### src/rtl/ext_irq_pkg.sv
package ext_irq_pkg;
  localparam int CFG_W      = 4;
  localparam int CFG_EN_BIT = 3;
  localparam int CFG_SEL_LO = 1;

  typedef enum logic [1:0] {
    SEL_FALL  = 2'b00,
    SEL_RISE  = 2'b01,
    SEL_BOTH  = 2'b10,
    SEL_BOTH2 = 2'b11
  } edge_sel_e;

  function automatic logic edge_hit(input edge_sel_e sel, input logic rise, input logic fall);
    logic hit;
    unique case (sel)
      SEL_FALL: hit = fall;
      SEL_RISE: hit = rise;
      default:  hit = rise | fall;
    endcase
    return hit;
  endfunction
endpackage

### src/rtl/ext_irq_sync.sv
module ext_irq_sync #(
  parameter int STAGES = 2
) (
  input  logic clk,
  input  logic rst,
  input  logic d_i,
  output logic q_o
);
  logic [STAGES-1:0] sh_q;

  always_ff @(posedge clk) begin
    if (rst) sh_q <= '0;
    else     sh_q <= {sh_q[STAGES-2:0], d_i};
  end

  assign q_o = sh_q[STAGES-1];
endmodule

### src/rtl/ext_irq_filter.sv
module ext_irq_filter #(
  parameter int STABLE = 4
) (
  input  logic clk,
  input  logic rst,
  input  logic en_i,
  input  logic din_i,
  output logic rise_o,
  output logic fall_o
);
  localparam int CW = (STABLE > 1) ? $clog2(STABLE) : 1;

  logic          lvl_q;
  logic [CW-1:0] cnt_q;
  logic          take;

  assign take = en_i && (din_i != lvl_q) && (cnt_q == CW'(STABLE - 1));

  always_ff @(posedge clk) begin
    if (rst) begin
      lvl_q <= 1'b0;
      cnt_q <= '0;
    end else if (!en_i) begin
      lvl_q <= din_i;
      cnt_q <= '0;
    end else if (din_i == lvl_q) begin
      cnt_q <= '0;
    end else if (take) begin
      lvl_q <= din_i;
      cnt_q <= '0;
    end else begin
      cnt_q <= cnt_q + 1'b1;
    end
  end

  assign rise_o = take &  din_i;
  assign fall_o = take & ~din_i;
endmodule

### src/rtl/ext_irq_channel.sv
module ext_irq_channel
  import ext_irq_pkg::*;
#(
  parameter int STABLE      = 4,
  parameter int SYNC_STAGES = 2
) (
  input  logic             clk,
  input  logic             rst,
  input  logic             pin_i,
  input  logic             cfg_we_i,
  input  logic [CFG_W-1:0] cfg_wdata_i,
  input  logic             clr_i,
  output logic [CFG_W-1:0] cfg_o,
  output logic             flag_o,
  output logic             set_o
);
  logic [CFG_W-1:0] cfg_q;
  logic             flag_q;
  logic             pin_s;
  logic             rise;
  logic             fall;

  always_ff @(posedge clk) begin
    if (rst)           cfg_q <= '0;
    else if (cfg_we_i) cfg_q <= cfg_wdata_i;
  end

  ext_irq_sync #(.STAGES(SYNC_STAGES)) u_sync (
    .clk(clk), .rst(rst), .d_i(pin_i), .q_o(pin_s)
  );

  ext_irq_filter #(.STABLE(STABLE)) u_filt (
    .clk(clk), .rst(rst), .en_i(cfg_q[CFG_EN_BIT]), .din_i(pin_s),
    .rise_o(rise), .fall_o(fall)
  );

  assign set_o = edge_hit(edge_sel_e'(cfg_q[CFG_SEL_LO +: 2]), rise, fall);

  always_ff @(posedge clk) begin
    if (rst)        flag_q <= 1'b0;
    else if (set_o) flag_q <= 1'b1;
    else if (clr_i) flag_q <= 1'b0;
  end

  assign cfg_o  = cfg_q;
  assign flag_o = flag_q;
endmodule

### src/rtl/ext_irq_ctrl.sv
module ext_irq_ctrl
  import ext_irq_pkg::*;
#(
  parameter int NCH         = 2,
  parameter int STABLE      = 4,
  parameter int SYNC_STAGES = 2
) (
  input  logic                                  clk,
  input  logic                                  rst,
  input  logic [NCH-1:0]                        pin_i,
  input  logic [NCH-1:0]                        cfg_we_i,
  input  logic [CFG_W-1:0]                      cfg_wdata_i,
  output logic [NCH*CFG_W-1:0]                  cfg_o,
  input  logic                                  ien_we_i,
  input  logic [NCH-1:0]                        ien_wdata_i,
  input  logic                                  gie_i,
  input  logic                                  ack_i,
  input  logic [((NCH > 1) ? $clog2(NCH) : 1)-1:0] ack_idx_i,
  input  logic                                  skip_i,
  input  logic [((NCH > 1) ? $clog2(NCH) : 1)-1:0] skip_idx_i,
  output logic [NCH-1:0]                        flag_o,
  output logic                                  skip_hit_o,
  output logic                                  irq_o,
  output logic [((NCH > 1) ? $clog2(NCH) : 1)-1:0] irq_idx_o
);
  localparam int IW = (NCH > 1) ? $clog2(NCH) : 1;

  logic [NCH-1:0] ien_q;
  logic [NCH-1:0] set_vec;
  logic [NCH-1:0] flag_vec;
  logic [NCH-1:0] clr_vec;
  logic [NCH-1:0] pend;
  logic [IW-1:0]  pick;
  logic           skip_hit_q;
  logic           irq_q;
  logic [IW-1:0]  irq_idx_q;

  always_ff @(posedge clk) begin
    if (rst)           ien_q <= '0;
    else if (ien_we_i) ien_q <= ien_wdata_i;
  end

  for (genvar n = 0; n < NCH; n++) begin : g_ch
    assign clr_vec[n] = (ack_i  && (ack_idx_i  == IW'(n))) ||
                        (skip_i && (skip_idx_i == IW'(n)));

    ext_irq_channel #(.STABLE(STABLE), .SYNC_STAGES(SYNC_STAGES)) u_ch (
      .clk        (clk),
      .rst        (rst),
      .pin_i      (pin_i[n]),
      .cfg_we_i   (cfg_we_i[n]),
      .cfg_wdata_i(cfg_wdata_i),
      .clr_i      (clr_vec[n]),
      .cfg_o      (cfg_o[n*CFG_W +: CFG_W]),
      .flag_o     (flag_vec[n]),
      .set_o      (set_vec[n])
    );
  end

  assign pend = flag_vec & ien_q & {NCH{gie_i}};

  always_comb begin
    pick = '0;
    for (int i = NCH - 1; i >= 0; i--) begin
      if (pend[i]) pick = IW'(i);
    end
  end

  always_ff @(posedge clk) begin
    if (rst) begin
      irq_q      <= 1'b0;
      irq_idx_q  <= '0;
      skip_hit_q <= 1'b0;
    end else begin
      irq_q      <= |pend;
      irq_idx_q  <= pick;
      skip_hit_q <= skip_i && flag_vec[skip_idx_i];
    end
  end

  assign flag_o     = flag_vec;
  assign irq_o      = irq_q;
  assign irq_idx_o  = irq_idx_q;
  assign skip_hit_o = skip_hit_q;
endmodule

### config.mk
export PLATFORM = sky130hd
export DESIGN_NAME = ext_irq_ctrl
export DESIGN_NICKNAME = d
export VERILOG_FILES = /design/src/rtl/ext_irq_pkg.sv /design/src/rtl/ext_irq_sync.sv /design/src/rtl/ext_irq_filter.sv /design/src/rtl/ext_irq_channel.sv /design/src/rtl/ext_irq_ctrl.sv
export SDC_FILE = /design/constraint.sdc
export NUM_CORES = 1
export LEC_CHECK = 0
export BUFFER_PORTS_ARGS = -buffer_cell sky130_fd_sc_hd__buf_2
export CAP_MARGIN = 40
export CORE_MARGIN = 4
export CORE_UTILIZATION = 46
export CTS_BUF_LIST = sky130_fd_sc_hd__clkbuf_8
export DETAILED_ROUTE_END_ITERATION = 7
export PLACE_DENSITY = 0.76
export SLEW_MARGIN = 20
export SYNTH_ARGS = -nofsm -noshare
export SYNTH_HDL_FRONTEND = slang
export SYNTH_SLANG_ARGS = --single-unit
### constraint.sdc
create_clock -name clk -period 0.9 [get_ports clk]
set_input_delay 0.09 -clock clk [delete_from_list [all_inputs] [get_ports clk]]
set_output_delay 0.09 -clock clk [all_outputs]
set_load 0.02 [all_outputs]
Word-level counts from Yosys, hierarchy flattened. Cells that the tools add are included.

Add/sub/neg operators: 2. Magnitude comparators: 1. Eq/ne operators: 12. Multiplexer cells: 15. Bitwise operators: 14. Reduce and logical (&&, ||, !) cells: 21.

Operators by type and width (count): $mux 1 (13); $logic_and 1x1->1 (9); $ne 2x2->1 const B (4); $reduce_or 4->1 (2); $not 1->1 (6); $add 2x1->2 const B (2); $and 1x1->1 (4); $and 2x2->2 (2); $eq 2x1->1 const B (2); $eq 2x2->1 const B (2); $logic_not 2->1 (2); $pmux 1 s2 (2); $reduce_and 2->1 (2); $reduce_bool 2->1 (2); $reduce_or 2->1 (2); $eq 1x1->1 (2); $logic_or 1x1->1 (2); $lt 1x2->1 const B (1); $ne 1x1->1 (2); $or 1x1->1 (2).

Flip-flop bits (word level): 25. Input bits: 18. Output and inout port bits: 13. Word-level logic and storage cells: 79.

Longest topological paths before layout.
Depth after elaboration: 7. Gate-level depth with buffers: 4. Gate-level depth less buffers: 4.

Hierarchy. A second synthesis with hierarchy kept.

Cell total of the unflattened synthesis: 92. Area total of the unflattened synthesis: 1009.7 µm².

Modules (own cells, without submodules): ext_irq_channel (instances 2, cells an instance 18, area each 195.2 µm², seq. area each 100.1 µm²); ext_irq_filter (instances 2, cells an instance 14, area each 152.6 µm², seq. area each 60.1 µm²); ext_irq_ctrl (instances 1, cells an instance 20, area each 209.0 µm², seq. area each 100.1 µm²); ext_irq_sync (instances 2, cells an instance 4, area each 52.6 µm², seq. area each 40.0 µm²).

Least setup slack after synthesis. Ideal clock, no wire load.

Path kind: flip-flop to flip-flop. From: reg g_ch[0].u_ch.cfg_q[1]. To: reg g_ch[0].u_ch.flag_q. Setup time: 0.116 ns. Arrival: 0.893 ns. Data required time: 0.784 ns. Slack: -0.109 ns. Cell stages (with the launch flop): 4. Path buffers: 0. Period minus slack after synthesis: 1.009 ns. Cells stage by stage: dfxtp_1 > nor2b_1 > o22ai_1 > a41o_1.

Longest elaborated chain between the ends: 3. Elaborated cells between the ends (all ways): 5. Those cells by class: eq/ne: 1; mux: 2; reduce/logical: 2.

RTL lines: start, declared (RTL line ext_irq_channel.sv:17) `logic [CFG_W-1:0] cfg_q;`; start signal, assigned (RTL line ext_irq_channel.sv:25) `else if (cfg_we_i) cfg_q <= cfg_wdata_i;`; $eq 2x1->1 / $logic_not 2->1 (equally long branches) (RTL line ext_irq_pkg.sv:15) `unique case (sel)`; $pmux 1 s2 (*) (RTL line ext_irq_pkg.sv:15); $mux 1 / $reduce_bool 2->1 (equally long branches); end signal, assigned (RTL line ext_irq_channel.sv:40) `if (rst) flag_q <= 1'b0;`; end signal, assigned (RTL line ext_irq_channel.sv:41) `else if (set_o) flag_q <= 1'b1;`; end signal, assigned (RTL line ext_irq_channel.sv:42) `else if (clr_i) flag_q <= 1'b0;`; end, declared (RTL line ext_irq_channel.sv:18) `logic flag_q;`.

Every way passes the cells marked *; elsewhere a longest branch is shown, timed or not. A chain may end at the register's enable or synchronous reset.

Worst setup path after layout.
From: reg g_ch[0].u_ch.u_filt.cnt_q[1]. To: reg g_ch[0].u_ch.u_filt.lvl_q.

Longest elaborated chain between the ends: 4.

RTL lines: start, declared (RTL line ext_irq_filter.sv:14) `logic [CW-1:0] cnt_q;`; start signal, assigned (RTL line ext_irq_filter.sv:32) `cnt_q <= cnt_q + 1'b1;`; $eq 2x2->1 (RTL line ext_irq_filter.sv:17) `assign take = en_i && (din_i != lvl_q) && (cnt_q == CW'(STABLE - 1));`; $logic_and 1x1->1 (RTL line ext_irq_filter.sv:17); $ne 2x2->1 (no source line); $reduce_and 2->1 (no source line); end signal, assigned (RTL line ext_irq_filter.sv:24) `lvl_q <= din_i;`; end signal, assigned (RTL line ext_irq_filter.sv:29) `lvl_q <= din_i;`; end, declared (RTL line ext_irq_filter.sv:13) `logic lvl_q;`.

No other way between the ends.

==> out/results.ini <==
[outcome]
status = complete, but fails checks
violations = setup timing

[synthesis]
yosysWarningCount = 0
syn_inst = 93
synth-seq-cells = 25
synth_cell_type_count = 30
syn_avg_cell_area_um2 = 10.5
synth_fp_nets = 113
seq_area_frac_synth_pct = 51.5
synthesis.area_um2 = 972

[clock_network]
cts_buffers = 3
cts_max_level = 1
cts_tree = done
root_buffer = clkbuf_8
cts_sinks = 25
clk_pin_slew_ns = 0.08
worstSkewPairLatency_ns = 0.26
clockBufferDepth = 2

[finish]
multiInputGateArea_um2 = 512
nets = 147
layout-drive-gt1-share_pct = 55.6
finalInstanceArea_um2 = 1370
final_common_cell = buf_2
instances_no_fill = 153
diodes = 0
n_fill_cell = 160
regArea_um2 = 534
area_growth_pct = 40.5
final_cell_mix = 21 x buf_2, 12 x mux2i_1, 12 x nor2_1

[setup_path]
endpoint_kind = register
crit_fanout = 4
crit_path_start_kind = register
reg2reg_depth = 4
crit_arrival_ns = 1.11
worst-setup-path-type = register to register
worstPathRequired_ns = 1.06

[sta]
setup_violations = 3
drv_slew = 0
max_freq_mhz = 1050
final.setup.tns_ns = -0.113
hold_viol = 0
fin_crit_sh_pct = 105
relSlewSlack_pct = 85.9
rsz0062_at_grt = yes
period_needed_ns = 0.949
tightest_slew_ns = 0.210
finClkSkew_ns = 0.00222
timing.final.ws_setup_ns = -0.0491

[grt]
grt_max_degree = 17
grtUsageTotal_pct = 15.2
grt_overflow = 0
grt_first_pass_wirelength_mm = 3.15
grt_pass1_vias = 731
antenna_found_initial = 0

[min_path]
hp-class = input pin to register
hold_depth = 2

[floorplanning]
die_area_um2 = 2910
ioPinCount = 31
core-area_um2 = 1980
die_w_um = 54.0
start_util_pct = 49.1
die_y_um = 54.0
rows = 16

[placement]
portBuffers = 30
gp_congestion = 0.714
placed_area_um2 = 1200
dp_hpwl_mm = 1.38
dp_cells = 148

[drt]
wl_met2_um = 993
wirelength_mm = 2.02
first_pass_iters = 3
top_layer = met4
wire_per_inst_um = 13.2
ant_nets = 0
drc = 0
initialDrtViolationCount = 9
vias = 768
wl_met3_um = 132
m1WireLength_um = 890
via_per_inst = 5.02

[pwr]
peakVddDrop_mv = 0.947
p_leak_nw = 0.633
powerDensity_nw_per_um2 = 1510

[job]
max_cap_viol_count = 0

[cell families (layout without fill, tap and decap cells)]
group	Yosys count	count (layout)	synth area share, %
DFF	25	25	51.5
adders and majority gates	2	2	2.57
and+or+nand+nor	33	33	18.7
buffers and inverters	9	42	5.40
xor gates and xnor gates	3	3	2.70
AOI/OAI and AO/OA	8	8	5.66
muxes	13	13	13.5
[where the power goes]
part           internal [mW]  total, mW  switching (mW)
registers               1.14       1.18          0.0407
logic                  0.130      0.245           0.115
clock network          0.309      0.639           0.330
total                   1.58       2.06           0.486
[metal layers]
metal,up-vias,track usage [%]
li1,376,-
met4,0,7.47
met3,2,2.77
met5,-,0
met1,362,17.5
met2,28,26.6
[Yosys cell counts]
library cell  count  area, um2
inv_2             1       3.75
nand2b_1          4       25.0
mux2_2            1       11.3
clkbuf_2          2       10.0
and2b_1           2       15.0
nor3_1            1       5.00
nor2b_1           3       18.8
nor4b_2           1       15.0
a22oi_1           1       7.51
mux2i_1          12        120
nor4_1            1       6.26
o21ai_0           2       10.0
inv_1             1       3.75
nor3b_1           1       7.51
nand3_1           2       10.0
a21oi_1           1       5.00
nor2_1           12       45.0
xnor2_1           1       8.76
buf_4             4       30.0
dfxtp_1          25        500
and3_1            1       6.26
buf_2             1       5.00
xor2_1            2       17.5
nand2_1           4       15.0
a41o_1            1       10.0
o21ai_1           1       5.00
ha_1              2       25.0
o22ai_1           1       6.26
o2111a_1          1       11.3
nor3b_2           1       12.5
[worst paths after layout]
path	startpoint	slack (ns)	endpoint
max reg2reg	g_ch[0].u_ch.u_filt.cnt_q[1]	-0.05	g_ch[0].u_ch.u_filt.lvl_q
max	g_ch[0].u_ch.u_filt.cnt_q[1]	-0.05	g_ch[0].u_ch.u_filt.lvl_q
min reg2reg	g_ch[0].u_ch.u_sync.sh_q[0]	0.44	g_ch[0].u_ch.u_sync.sh_q[1]
min	pin_i[0]	0.03	g_ch[0].u_ch.u_sync.sh_q[0]
[layout make-up]
type                            count  share of cell area (%)
Sequential cell                    25                    39.1
Multi-Input combinational cell     59                    37.5
Timing Repair Buffer               36                    17.0
Clock buffer                        3                    3.02
Tap cell                           27                    2.47
Inverter                            2                   0.549
Clock inverter                      1                   0.366
[critical path: stages, from the launching register on]
cell and delay [ns]:
dfxtp_2 0.35, ha_4 0.15, nand2b_4 0.12, mux2i_1 0.17
nor2_1 0.05
[metrics by stage]
stage	hold WS [ns]	util [%]	setup slack, ns	power [mW]
2_1_floorplan	0.162	-	-0.00524	1.32
3_3_place_gp	0.295	60.5	-0.00700	1.40
3_5_place_dp	0.297	60.5	-0.0418	1.41
4_1_cts	0.0221	66.5	-0.0466	2.06
5_1_grt	0.0278	68.9	-0.0932	2.15
6_report	0.0254	68.9	-0.0491	2.06
[state kept, by name (all words and copies together) (netlist names)]
name,flops
g_ch.u_ch.u_filt.cnt_q,4
ien_q,2
g_ch.u_ch.u_sync.sh_q,4
g_ch.u_ch.u_filt.lvl_q,2
g_ch.u_ch.cfg_o,8
irq_idx_o,1
g_ch.u_ch.flag_o,2
irq_o,1
skip_hit_o,1
[what timing repair did]
item	in CTS	in global routing
buffers inserted	1	1
gates resized for setup	23	14
setup endpoints to repair	13	16
pin swaps	5	7
hold buffers	0	0
(Power assumes the default switching activity.)
